==> config.mk <==
export PLATFORM = sky130hd
export DESIGN_NAME = uart_frame_tx
export DESIGN_NICKNAME = d
export VERILOG_FILES = /design/src/rtl/uart_tx_pkg.sv /design/src/rtl/uart_parity_gen.sv /design/src/rtl/uart_frame_pack.sv /design/src/rtl/uart_baud_gen.sv /design/src/rtl/uart_frame_tx.sv
export SDC_FILE = /design/constraint.sdc
export NUM_CORES = 1
export LEC_CHECK = 0
export ABC_AREA = 1
export BUFFER_PORTS_ARGS = -buffer_cell sky130_fd_sc_hd__clkbuf_2
export CAP_MARGIN = 15
export CORE_MARGIN = 8
export CORE_UTILIZATION = 55
export DETAILED_ROUTE_END_ITERATION = 10
export PLACE_DENSITY = 0.79
export RECOVER_POWER = 100
export SLEW_MARGIN = 30
export SYNTH_ARGS = -nofsm -noshare
export SYNTH_HDL_FRONTEND = slang
export SYNTH_SLANG_ARGS = --single-unit
==> constraint.sdc <==
create_clock -name clk -period 3.8 [get_ports clk]
set_input_delay 0.38 -clock clk [delete_from_list [all_inputs] [get_ports clk]]
set_output_delay 0.38 -clock clk [all_outputs]
set_load 0.05 [all_outputs]
==> src/rtl/uart_tx_pkg.sv <==
package uart_tx_pkg;

  localparam int MIN_DATA_BITS = 5;
  localparam int MAX_DATA_BITS = 9;
  localparam int PAR_DATA_BITS = 8;
  localparam int FRAME_MAX     = 1 + MAX_DATA_BITS + 1 + 2;
  localparam int LEN_W         = $clog2(FRAME_MAX + 1);

  typedef struct packed {
    logic [3:0] data_bits;
    logic       par_en;
    logic       par_odd;
    logic       two_stop;
  } frame_fmt_t;

  // Clamp a requested data length to what the format allows.
  function automatic logic [3:0] clamp_bits(input logic [3:0] req, input logic par_en);
    logic [3:0] r;
    if (req < 4'(MIN_DATA_BITS))      r = 4'(MIN_DATA_BITS);
    else if (req > 4'(MAX_DATA_BITS)) r = 4'(MAX_DATA_BITS);
    else                              r = req;
    if (par_en && r > 4'(PAR_DATA_BITS)) r = 4'(PAR_DATA_BITS);
    return r;
  endfunction

endpackage

==> src/rtl/uart_parity_gen.sv <==
module uart_parity_gen #(
  parameter int MAX_BITS = 9
) (
  input  logic [MAX_BITS-1:0] data,
  input  logic [3:0]          nbits,
  input  logic                odd,
  output logic                par
);
  logic [MAX_BITS-1:0] masked;

  always_comb begin
    for (int i = 0; i < MAX_BITS; i++) begin
      masked[i] = (i < int'(nbits)) ? data[i] : 1'b0;
    end
    par = (^masked) ^ odd;
  end
endmodule

==> src/rtl/uart_frame_pack.sv <==
module uart_frame_pack
  import uart_tx_pkg::*;
#(
  parameter int MAX_BITS = MAX_DATA_BITS,
  parameter int FRAME_W  = FRAME_MAX,
  parameter int LEN_BW   = LEN_W
) (
  input  logic [MAX_BITS-1:0] data,
  input  frame_fmt_t          fmt,
  input  logic                par,
  output logic [FRAME_W-1:0]  frame,
  output logic [LEN_BW-1:0]   total
);
  always_comb begin
    frame    = '1;
    frame[0] = 1'b0;
    for (int i = 0; i < MAX_BITS; i++) begin
      if (i < int'(fmt.data_bits)) frame[1+i] = data[i];
    end
    if (fmt.par_en) frame[1 + int'(fmt.data_bits)] = par;
    total = LEN_BW'(1) + LEN_BW'(fmt.data_bits) + LEN_BW'(fmt.par_en)
          + (fmt.two_stop ? LEN_BW'(2) : LEN_BW'(1));
  end
endmodule

==> src/rtl/uart_baud_gen.sv <==
module uart_baud_gen #(
  parameter int DIV_W = 16
) (
  input  logic             clk,
  input  logic             rst_n,
  input  logic             restart,
  input  logic             run,
  input  logic [DIV_W-1:0] divisor,
  output logic             tick
);
  logic [DIV_W-1:0] cnt_q;
  logic [DIV_W-1:0] last;

  assign last = (divisor == '0) ? '0 : divisor - DIV_W'(1);
  assign tick = run && (cnt_q >= last);

  always_ff @(posedge clk or negedge rst_n) begin
    if (!rst_n)       cnt_q <= '0;
    else if (restart) cnt_q <= '0;
    else if (run)     cnt_q <= tick ? '0 : cnt_q + DIV_W'(1);
  end
endmodule

==> src/rtl/uart_frame_tx.sv <==
module uart_frame_tx
  import uart_tx_pkg::*;
#(
  parameter int DIV_W = 16
) (
  input  logic             clk,
  input  logic             rst_n,
  input  logic [DIV_W-1:0] cfg_div,
  input  logic [3:0]       cfg_data_bits,
  input  logic             cfg_parity_en,
  input  logic             cfg_parity_odd,
  input  logic             cfg_two_stop,
  input  logic             in_valid,
  output logic             in_ready,
  input  logic [8:0]       in_data,
  output logic             tx,
  output logic             busy
);
  localparam int FRAME_W = FRAME_MAX;
  localparam int LEN_BW  = LEN_W;

  frame_fmt_t          fmt;
  logic                par;
  logic [FRAME_W-1:0]  frame;
  logic [LEN_BW-1:0]   total;
  logic                accept;
  logic                baud_tick;

  logic                busy_q;
  logic                tx_q;
  logic [FRAME_W-1:0]  shift_q;
  logic [LEN_BW-1:0]   left_q;
  logic [DIV_W-1:0]    div_q;

  always_comb begin
    fmt.par_en    = cfg_parity_en;
    fmt.par_odd   = cfg_parity_odd;
    fmt.two_stop  = cfg_two_stop;
    fmt.data_bits = clamp_bits(cfg_data_bits, cfg_parity_en);
  end

  uart_parity_gen #(.MAX_BITS(MAX_DATA_BITS)) u_par (
    .data (in_data),
    .nbits(fmt.data_bits),
    .odd  (fmt.par_odd),
    .par  (par)
  );

  uart_frame_pack #(.MAX_BITS(MAX_DATA_BITS), .FRAME_W(FRAME_W), .LEN_BW(LEN_BW)) u_pack (
    .data (in_data),
    .fmt  (fmt),
    .par  (par),
    .frame(frame),
    .total(total)
  );

  uart_baud_gen #(.DIV_W(DIV_W)) u_baud (
    .clk    (clk),
    .rst_n  (rst_n),
    .restart(accept),
    .run    (busy_q),
    .divisor(div_q),
    .tick   (baud_tick)
  );

  assign in_ready = !busy_q;
  assign accept   = in_valid && in_ready;

  always_ff @(posedge clk or negedge rst_n) begin
    if (!rst_n) begin
      busy_q  <= 1'b0;
      tx_q    <= 1'b1;
      shift_q <= '1;
      left_q  <= '0;
      div_q   <= '0;
    end else if (accept) begin
      busy_q  <= 1'b1;
      tx_q    <= 1'b0;
      shift_q <= frame >> 1;
      left_q  <= total - LEN_BW'(1);
      div_q   <= cfg_div;
    end else if (baud_tick) begin
      if (left_q == '0) begin
        busy_q <= 1'b0;
        tx_q   <= 1'b1;
      end else begin
        tx_q    <= shift_q[0];
        shift_q <= {1'b1, shift_q[FRAME_W-1:1]};
        left_q  <= left_q - LEN_BW'(1);
      end
    end
  end

  assign tx   = tx_q;
  assign busy = busy_q;
endmodule

==> metrics.csv, run 1 <==
metric,value,unit
run_status,"finished, violations left",
violations,"max-capacitance violations, max-slew violations",
areaGrowthSynthToFinish,9.37,%
hpwl,5.41,mm
setup_viol,0,
powerDensity,553,nW/µm²
grt_pass1_vias,3002,
maxSlewViolCount,90,
postSynthAreaPerCell,7.41,µm²
first_pass_iters,4,
synth_nets,531,
rows,29,
layout_commonest_cell,nand2_1,
ys_ff_latch,51,
synth_warnings,0,
p_leak,2.02,nW
p_int,1.27,mW
seq_area_frac_synth,0.368,
clock_sinks,51,
slew_headroom,-0.761,
worstSetupPathType,flop to flop,
synth-simple-area-share,0.333,
ys.flop_type,dfrtp_1,
synth_cells,474,
worst-slew-pin-transition,2.64,ns
clock_latency,0.31,ns
fin_tns_setup,0,ns
finalWorstSetupSlack,0.492,ns
final.period_utilization,0.870,
crit_fanout,17,
clock_skew,0.0152,ns
diodes,0,
fillers,583,
grt_start_max_net_pins,52,
fmax,302,MHz
drive_gt1_frac,0.166,
fp.dieW,95.9,µm
final_cell_mix,"nand2_1, inv_1, nor2_1, dfrtp_1, clkbuf_2",
h-tree-depth,2,
die_height,95.9,µm
ios,38,
grt_pass1_wl,12.6,mm
min_period,3.31,ns
synth_edf_count,0,
combinationalPowerShare,0.420,
cp.required,4.04,ns
gp_congestion,0.851,
vias,3024,
nets,569,
synth_area,3510,µm²
muxShareOfSynthArea,0,
io_buffers,37,
arrival,3.54,ns
swShare,0.403,
numCtsBuffers,5,
synth_top_family_by_area,simple AND/OR/NAND/NOR gates,
start_kind,flop,
core-area,6280,µm²
p_switching,857,µW
dieArea,9200,µm²
clkTransAtPathRegs,0.09,ns
clk_root_buffer_cell,clkbuf_8,
cap_violations,2,
synth_cell_types,36,
drt-total-wl,7.09,mm
critPathCaptureType,flop,
synth_compound_area_frac,0.0794,
cts_buffer_depth,2,
routed_via_density,5.13,
drc,0,
peakVddDrop,0.315,mV
async_flop_share,1.00,
hp-class,input port to flop,
p_seq_frac,0.436,
wl_per_cell,12.0,µm
grtUsageTotal,0.170,
dpl_worst_slack,0.426,ns
grt_overflow_total,0,
antenna_found_initial,0,
ant_nets,0,
yosys.area_share.xor_xnor,0.0574,
drt_iter0_drc,157,
hold_viol,0,
synthAdderAreaFrac,0.0827,
rsz0062_at_grt,false,
pwr-share-clk,0.143,
tritoncts,yes,
start_util,0.559,
-- cells by family after synthesis --
| kind of cell | count (synthesis) |
|---|---|
| AND/OR/NAND/NOR | 257 |
| buffers and inverters | 71 |
| flip-flops | 51 |
| AO/OA/AOI/OAI | 50 |
| XOR/XNOR | 23 |
| adder cells (fa/ha/maj) | 22 |
-- through the flow --
stage,hold WS [ns],area [µm²],power (mW),std cells,util
after floorplan,0.0844,3510,1.60,474,-
after detailed placement,0.460,3770,1.81,582,0.601
final,0.264,3840,2.12,590,0.612
after global routing,0.263,3840,2.33,590,0.612
after global placement,0.456,3770,1.76,582,0.601
after CTS,0.195,3850,2.14,590,0.614
-- power by group through the flow --
stage               sequential (mW)  clock [mW]  combinational (mW)
CTS                           0.924       0.312               0.900
finish                        0.926       0.305               0.893
detailed placement            0.932           0               0.882
floorplan                     0.910           0               0.689
global placement              0.928           0               0.834
global route                  0.955       0.330                1.04
-- worst max-delay path, cell delays in order (launching register included) --
cell and delay (ns):
dfrtp_1 0.38, inv_1 0.12, ha_1 0.20, nand2_1 0.06
nor2_1 0.15, nand2_1 0.13, nor2_1 0.22, nand4_1 0.14
buf_4 0.20, nand2_1 0.08, ha_1 0.24, a21oi_1 0.17
o21ai_0 0.11, a21oi_1 0.16, nand3_2 0.13, nand3_2 0.14
nand2_2 0.22, inv_2 0.23, nand2_1 0.07, nand3_1 0.08
-- layer usage --
layer  up-vias  wire length [µm]  global-route usage
li1       1590                 -                   -
met3         6               271              0.0351
met5         -                 0                   0
met1      1359              3520               0.222
met4         0                81              0.0474
met2        69              3220               0.278
-- final timing paths --
check	start	end	slack, ns	cells after the start
max	div_q[0]	shift_q[6]	0.49	19
max in group asynchronous	rst_n	div_q[2]	1.31	2
min	cfg_div[6]	div_q[6]	0.26	3
min in group asynchronous	rst_n	u_baud.cnt_q[11]	0.99	2
max reg2reg	div_q[0]	shift_q[6]	0.49	19
min reg2reg	shift_q[1]	shift_q[1]	0.47	2
-- area by class of cell --
class | count | area (µm²) | area share
clock buffer | 8 | 80.1 | 0.0208
multi-input combinational | 352 | 1940 | 0.506
tap | 77 | 96.3 | 0.0251
sequential | 51 | 1290 | 0.337
timing repair buffer | 40 | 196 | 0.0511
inverter | 62 | 233 | 0.0606
-- synth_stat cells, drive strengths merged (6+ instances only) --
cell type / count / area share
dfstp: 14 / 0.10
nor2: 48 / 0.053
xor2: 18 / 0.045
ha: 20 / 0.071
o211ai: 6 / 0.013
buf: 6 / 0.0093
nand2: 148 / 0.17
nand3: 32 / 0.053
a21oi: 18 / 0.026
inv: 62 / 0.066
o21ai: 20 / 0.029
nand4: 7 / 0.014
nor3: 13 / 0.026
dfrtp: 37 / 0.26
-- registers in the layout (all words and copies together), names as in the netlist --
signal / cells
tx: 1
div_q: 16
busy: 1
u_baud.cnt_q: 16
shift_q: 13
left_q: 4
-- what timing repair did --
action	in CTS	in global routing
gates resized for setup	0	1
hold buffers	0	0
endpoints found under the setup margin	0	1
hold endpoints to repair	0	0
buffers inserted	0	0
Note: power is estimated with default switching activity, not from simulation.
==> run 2, diff against run 1 <==
--- a/config.mk
+++ b/config.mk
@@ -8,10 +8,12 @@
 export ABC_AREA = 1
 export BUFFER_PORTS_ARGS = -buffer_cell sky130_fd_sc_hd__clkbuf_2
 export CAP_MARGIN = 15
+export CELL_PAD_IN_SITES_DETAIL_PLACEMENT = 0
+export CELL_PAD_IN_SITES_GLOBAL_PLACEMENT = 1
 export CORE_MARGIN = 8
-export CORE_UTILIZATION = 55
+export CORE_UTILIZATION = 43
 export DETAILED_ROUTE_END_ITERATION = 10
-export PLACE_DENSITY = 0.79
+export PLACE_DENSITY = 0.84
 export RECOVER_POWER = 100
 export SLEW_MARGIN = 30
 export SYNTH_ARGS = -nofsm -noshare
==> metrics.csv, run 2 (same netlist as run 1, synthesis figures left out) <==
metric,value,unit,change
run_status,"finished, violations left",,unchanged
violations,"max-capacitance violations, max-slew violations",,unchanged
core-area,8050,µm²,was 6280 µm²
crit_fanout,14,,was 17
r2r_end,u_baud.cnt_q[3],,was shift_q[6]
diodes,0,,unchanged
max_stage_delay,0.39,ns,was 0.38 ns
hold_end,div_q[11],,was div_q[6]
clk_root_buffer_cell,clkbuf_8,,unchanged
first_pass_iters,4,,unchanged
path_buf_inv,5,,was 3
dieArea,11300,µm²,was 9200 µm²
p_leak,2.03,nW,was 2.02 nW
min_period,3.27,ns,was 3.31 ns
drive_gt1_frac,0.167,,was 0.166
postCtsHoldBufs,0,,unchanged
fmax,306,MHz,was 302 MHz
top_regs,"div_q: 16 flops, u_baud.cnt_q: 16 flops, shift_q: 13 flops",,unchanged
clock_sinks,51,,unchanged
layout_commonest_cell,nand2_1,,unchanged
critPathCaptureType,flop,,unchanged
cts_buffer_depth,2,,unchanged
h-tree-depth,2,,unchanged
hpwl,5.93,mm,was 5.41 mm
worstSetupPathType,flop to flop,,unchanged
gp_congestion,0.799,,was 0.851
post_cts_buffers,0,,unchanged
path_common_cell,nand2_1,,unchanged
crit_chain,inv_1 > ha_1 > nand2_1 > nor2_1 > nand2_1 > nor2_1 > nand4_1 > buf_4 > nand2_1 > ha_1 > nand2_1 > inv_1 > nand3_1 > inv_1 > a21oi_1 > nand3_1 > nand2_1 > nand2_1 > buf_4 > nor3_1,,was inv_1 > ha_1 > nand2_1 > nor2_1 > nand2_1 > nor2_1 > nand4_1 > buf_4 > nand2_1 > ha_1 > a21oi_1 > o21ai_0 > a21oi_1 > nand3_2 > nand3_2 > nand2_2 > inv_2 > nand2_1 > nand3_1
hold_start,cfg_div[11],,was cfg_div[6]
worst-slew-pin-transition,1.55,ns,was 2.64 ns
maxSlewViolCount,38,,was 90
areaGrowthSynthToFinish,10.9,%,was 9.37%
ant_nets,0,,unchanged
start_util,0.436,,was 0.559
reg2reg_depth,20,,was 19
antenna_found_initial,0,,unchanged
tritoncts,yes,,unchanged
drt-total-wl,7.54,mm,was 7.09 mm
setup_viol,0,,unchanged
hold_viol,0,,unchanged
io_buffers,37,,unchanged
rows,33,,was 29
drc,0,,unchanged
die_height,106,µm,was 95.9 µm
wl_per_cell,12.1,µm,was 12.0 µm
r2r-start,div_q[0],,unchanged
start_kind,flop,,unchanged
clock_skew,0.00613,ns,was 0.0152 ns
min_path_cells,3,,unchanged
cts_resized,0,,unchanged
grt_pass1_wl,13.6,mm,was 12.6 mm
powerDensity,545,nW/µm²,was 553 nW/µm²
crit_family,simple AND/OR/NAND/NOR gates,,unchanged
hp-class,input port to flop,,unchanged
routed_via_density,4.90,,was 5.13
clkTransAtPathRegs,0.09,ns,about the same
crit_slowest_cell,dfrtp_1,,unchanged
grt_overflow_total,0,,unchanged
arrival,3.49,ns,was 3.54 ns
total_power,2.12,mW,about the same
placed_cell_area,3830,µm²,was 3770 µm²
ios,38,,unchanged
stdcell_area,3890,µm²,was 3840 µm²
numCtsBuffers,5,,unchanged
drt_iter0_drc,66,,was 157
vias,3042,,was 3024
final_cell_mix,"nand2_1, inv_1, nor2_1, dfrtp_1, clkbuf_2",,unchanged
grtUsageTotal,0.144,,was 0.170
final.period_utilization,0.860,,was 0.870
cap_violations,1,,was 2
clock_latency,0.31,ns,about the same
rrSetupSlack,0.53,ns,was 0.49 ns
grt_pass1_vias,3078,,was 3002
rsz0062_at_grt,false,,unchanged
peakVddDrop,0.195,mV,was 0.315 mV
fin_tns_setup,0,ns,unchanged
cp.required,4.03,ns,was 4.04 ns
nets,572,,was 569
final_util,0.484,,was 0.612
fp.dieW,106,µm,was 95.9 µm
slew_headroom,-0.0322,,was -0.761
grt_start_max_net_pins,38,,was 52
[run 2: cell count changes in the layout (fill, tap and decap cells not counted)]
cell / previous run / this run
buf_4: 1 / 3
clkbuf_2: 34 / 33
clkbuf_8: 5 / 6
clkinv_2: 0 / 1
nand2_1: 140 / 141
nand2_2: 6 / 5
nand3_1: 27 / 28
nand3_2: 5 / 4
nor2_1: 46 / 45
nor2_2: 2 / 3
nor3_1: 9 / 10
nor3_2: 3 / 2
[run 2: stage by stage]
stage               cells  setup WS, ns  hold WS, ns
floorplan             474         0.896       0.0844
global placement      613         0.620        0.423
detailed placement    613         0.529        0.426
CTS                   621         0.506       0.0859
global route          621        0.0973        0.264
finish                621         0.531        0.268
[run 2: worst max path at each step]
stage	from	depth (start not counted)	to
after floorplan	div_q[0]	21	shift_q[1]
after global placement	div_q[0]	18	u_baud.cnt_q[3]
after detailed placement	div_q[0]	20	u_baud.cnt_q[3]
after CTS	div_q[0]	20	u_baud.cnt_q[3]
after global routing	div_q[3]	21	shift_q[8]
final	div_q[0]	20	u_baud.cnt_q[3]
[run 2: cell type report]
cell class / instances / area (µm²)
Fill cell: 871 / 4160
Multi-Input combinational cell: 352 / 1930
Sequential cell: 51 / 1290
Inverter: 62 / 233
Timing Repair Buffer: 43 / 214
Tap cell: 105 / 131
Clock buffer: 7 / 86.3
Clock inverter: 1 / 5.00
[run 2: layer usage]
| layer | vias up | share of wire | track usage |
|---|---|---|---|
| met4 | 0 | 0.018 | 0.0492 |
| met5 | - | 0 | 0 |
| met2 | 39 | 0.51 | 0.260 |
| li1 | 1592 | - | - |
| met1 | 1401 | 0.45 | 0.167 |
| met3 | 10 | 0.023 | 0.0230 |
[run 2: report_power, final]
| group | internal, mW | total [mW] | switching [mW] |
|---|---|---|---|
| registers | 0.770 | 0.926 | 0.155 |
| clock network | 0.147 | 0.325 | 0.178 |
| logic | 0.361 | 0.873 | 0.511 |
[run 2: worst min-delay path, delay by kind of cell]
family / cells / cell delay, ns
buffers and inverters: 1 / 0.07
AND/OR/NAND/NOR: 2 / 0.09
==> run 3, diff against run 2 <==
--- a/config.mk
+++ b/config.mk
@@ -11,11 +11,12 @@
 export CELL_PAD_IN_SITES_DETAIL_PLACEMENT = 0
 export CELL_PAD_IN_SITES_GLOBAL_PLACEMENT = 1
 export CORE_MARGIN = 8
-export CORE_UTILIZATION = 43
+export CORE_UTILIZATION = 30
 export DETAILED_ROUTE_END_ITERATION = 10
-export PLACE_DENSITY = 0.84
+export PLACE_DENSITY = 0.63
 export RECOVER_POWER = 100
 export SLEW_MARGIN = 30
 export SYNTH_ARGS = -nofsm -noshare
 export SYNTH_HDL_FRONTEND = slang
+export SYNTH_HIERARCHICAL = 1
 export SYNTH_SLANG_ARGS = --single-unit
==> metrics.csv, run 3 <==
metric,value,unit,change
arrival,3.55,ns,was 3.49 ns
maxSlewViolCount,71,,was 38
swShare,0.406,,was 0.398
cts_buffer_depth,2,,unchanged
clock_skew,0.0106,ns,was 0.00613 ns
clk_root_buffer_cell,clkbuf_16,,was clkbuf_8
top_regs,"div_q: 16 flops, u_baud/cnt_q: 16 flops, shift_q: 13 flops",,"was div_q: 16 flops, u_baud.cnt_q: 16 flops, shift_q: 13 flops"
grtUsageTotal,0.121,,was 0.144
cp.required,4.02,ns,was 4.03 ns
synth_area,4210,µm²,was 3510 µm²
io_buffers,37,,unchanged
drive_gt1_frac,0.168,,was 0.167
drt-total-wl,10.7,mm,was 7.54 mm
peakVddDrop,0.189,mV,was 0.195 mV
final_cell_mix,"nand2_1, inv_1, nor2_1, nand3_1, dfrtp_1",,"was nand2_1, inv_1, nor2_1, dfrtp_1, clkbuf_2"
layout_commonest_cell,nand2_1,,unchanged
ant_nets,0,,unchanged
final.period_utilization,0.878,,was 0.860
slew_headroom,-0.342,,was -0.0322
dp_cells,826,,was 613
wl_met1,4.99,mm,was 3.37 mm
fp.dieW,134,µm,was 106 µm
run_status,"finished, violations left",,unchanged
drt_iter0_drc,225,,was 66
die_height,134,µm,was 106 µm
antenna_found_initial,0,,unchanged
hold_viol,0,,unchanged
cap_violations,2,,was 1
setup_viol,0,,unchanged
critPathCaptureType,flop,,unchanged
fillers,1527,,was 871
fin_tns_setup,0,ns,unchanged
synth_nets,676,,was 531
synth_cells,615,,was 474
ios,38,,unchanged
crit_fanout,20,,was 14
grt_overflow_total,0,,unchanged
rows,43,,was 33
wl_per_cell,12.8,µm,was 12.1 µm
grt_start_max_net_pins,37,,was 38
numCtsBuffers,5,,unchanged
hp-class,input port to flop,,unchanged
rsz0062_at_grt,false,,unchanged
hpwl,8.33,mm,was 5.93 mm
nets,714,,was 572
synth_warnings,6,,was 0
regArea,1290,µm²,unchanged
start_kind,flop,,unchanged
tritoncts,yes,,unchanged
multi_input_area,2490,µm²,was 1930 µm²
fmax,300,MHz,was 306 MHz
start_util,0.306,,was 0.436
p_seq_frac,0.378,,was 0.436
dieArea,18100,µm²,was 11300 µm²
total_power,2.51,mW,was 2.12 mW
areaGrowthSynthToFinish,12.0,%,was 10.9%
diodes,0,,unchanged
clkTransAtPathRegs,0.07,ns,was 0.09 ns
p_int,1.49,mW,was 1.28 mW
cts_resized,0,,unchanged
postCtsHoldBufs,0,,unchanged
grt_pass1_vias,3803,,was 3078
worstSetupPathType,flop to flop,,unchanged
met3_length,311,µm,was 174 µm
routed_via_density,4.58,,was 4.90
post_cts_buffers,0,,unchanged
fin_cells,834,,was 621
powerDensity,532,nW/µm²,was 545 nW/µm²
postSynthAreaPerCell,6.85,µm²,was 7.41 µm²
combinationalPowerShare,0.408,,was 0.411
vias,3822,,was 3042
worst-slew-pin-transition,2.01,ns,was 1.55 ns
clock_latency,0.30,ns,was 0.31 ns
clock_sinks,51,,unchanged
pwr-share-clk,0.213,,was 0.153
min_period,3.34,ns,was 3.27 ns
violations,"max-capacitance violations, max-slew violations",,unchanged
p_switching,1.02,mW,was 844 µW
gp_congestion,0.809,,was 0.799
p_leak,2.41,nW,was 2.03 nW
grt_pass1_wl,18.0,mm,was 13.6 mm
h-tree-depth,2,,unchanged
core-area,13800,µm²,was 8050 µm²
dr_wl_met2,5.27,mm,was 3.86 mm
first_pass_iters,4,,unchanged
top_layer_used,met4,,unchanged
drc,0,,unchanged
[run 3: cell type report]
cell class | instances | share of cell area
Inverter | 81 | 0.0650
Tap cell | 180 | 0.0478
Multi-Input combinational cell | 471 | 0.528
Timing Repair Buffer | 43 | 0.0462
Sequential cell | 51 | 0.274
Clock buffer | 7 | 0.0371
Clock inverter | 1 | 0.00133
[run 3: critical path, cell delays in order, from the launching register on]
cell and delay (ns):
dfrtp_1 0.46, nor2_1 0.18, inv_1 0.12, nor4_4 0.32, nand2_1 0.11, xor2_1 0.16, nand2_1 0.09, ha_1 0.32
a21oi_1 0.14, o21ai_0 0.09, nor2_1 0.15, nand2_1 0.07, nand2_1 0.12, inv_1 0.09, nand2_2 0.23, nand2_1 0.08
buf_4 0.26, nand2_1 0.07, nor3b_1 0.17
[run 3: metal layers]
metal | global-route usage | up-vias
li1 | - | 2008
met1 | 0.150 | 1755
met4 | 0.0337 | 0
met2 | 0.214 | 54
met3 | 0.0178 | 5
met5 | 0 | -
[run 3: metrics by stage]
stage	instance area, µm²	setup slack, ns	hold slack [ns]	util
final	4720	0.462	0.276	0.342
after global routing	4720	0.108	0.290	0.342
after CTS	4770	0.527	0.247	0.347
after detailed placement	4590	0.543	0.473	0.333
after global placement	4590	0.597	0.466	0.333
after floorplan	4210	1.16	0.0844	-
[run 3: final timing paths]
kind | startpoint | slack (ns) | to | depth (start not counted)
setup / recovery | div_q[12] | 0.46 | shift_q[0] | 18
hold / removal | cfg_div[12] | 0.28 | div_q[12] | 3
setup reg to reg | div_q[12] | 0.46 | shift_q[0] | 18
hold reg to reg | div_q[1] | 0.48 | div_q[1] | 2
max in group asynchronous | rst_n | 1.33 | u_baud/cnt_q[2] | 2
min in group asynchronous | rst_n | 0.65 | left_q[1] | 1
[run 3: power by group through the flow]
stage          Combinational, mW  Clock [mW]  Sequential (mW)
3_3_place_gp                1.04           0            0.957
4_1_cts                     1.07       0.560            0.953
6_report                    1.02       0.535            0.949
5_1_grt                     1.19       0.575            0.980
3_5_place_dp                1.06           0            0.964
2_1_floorplan              0.826           0            0.921
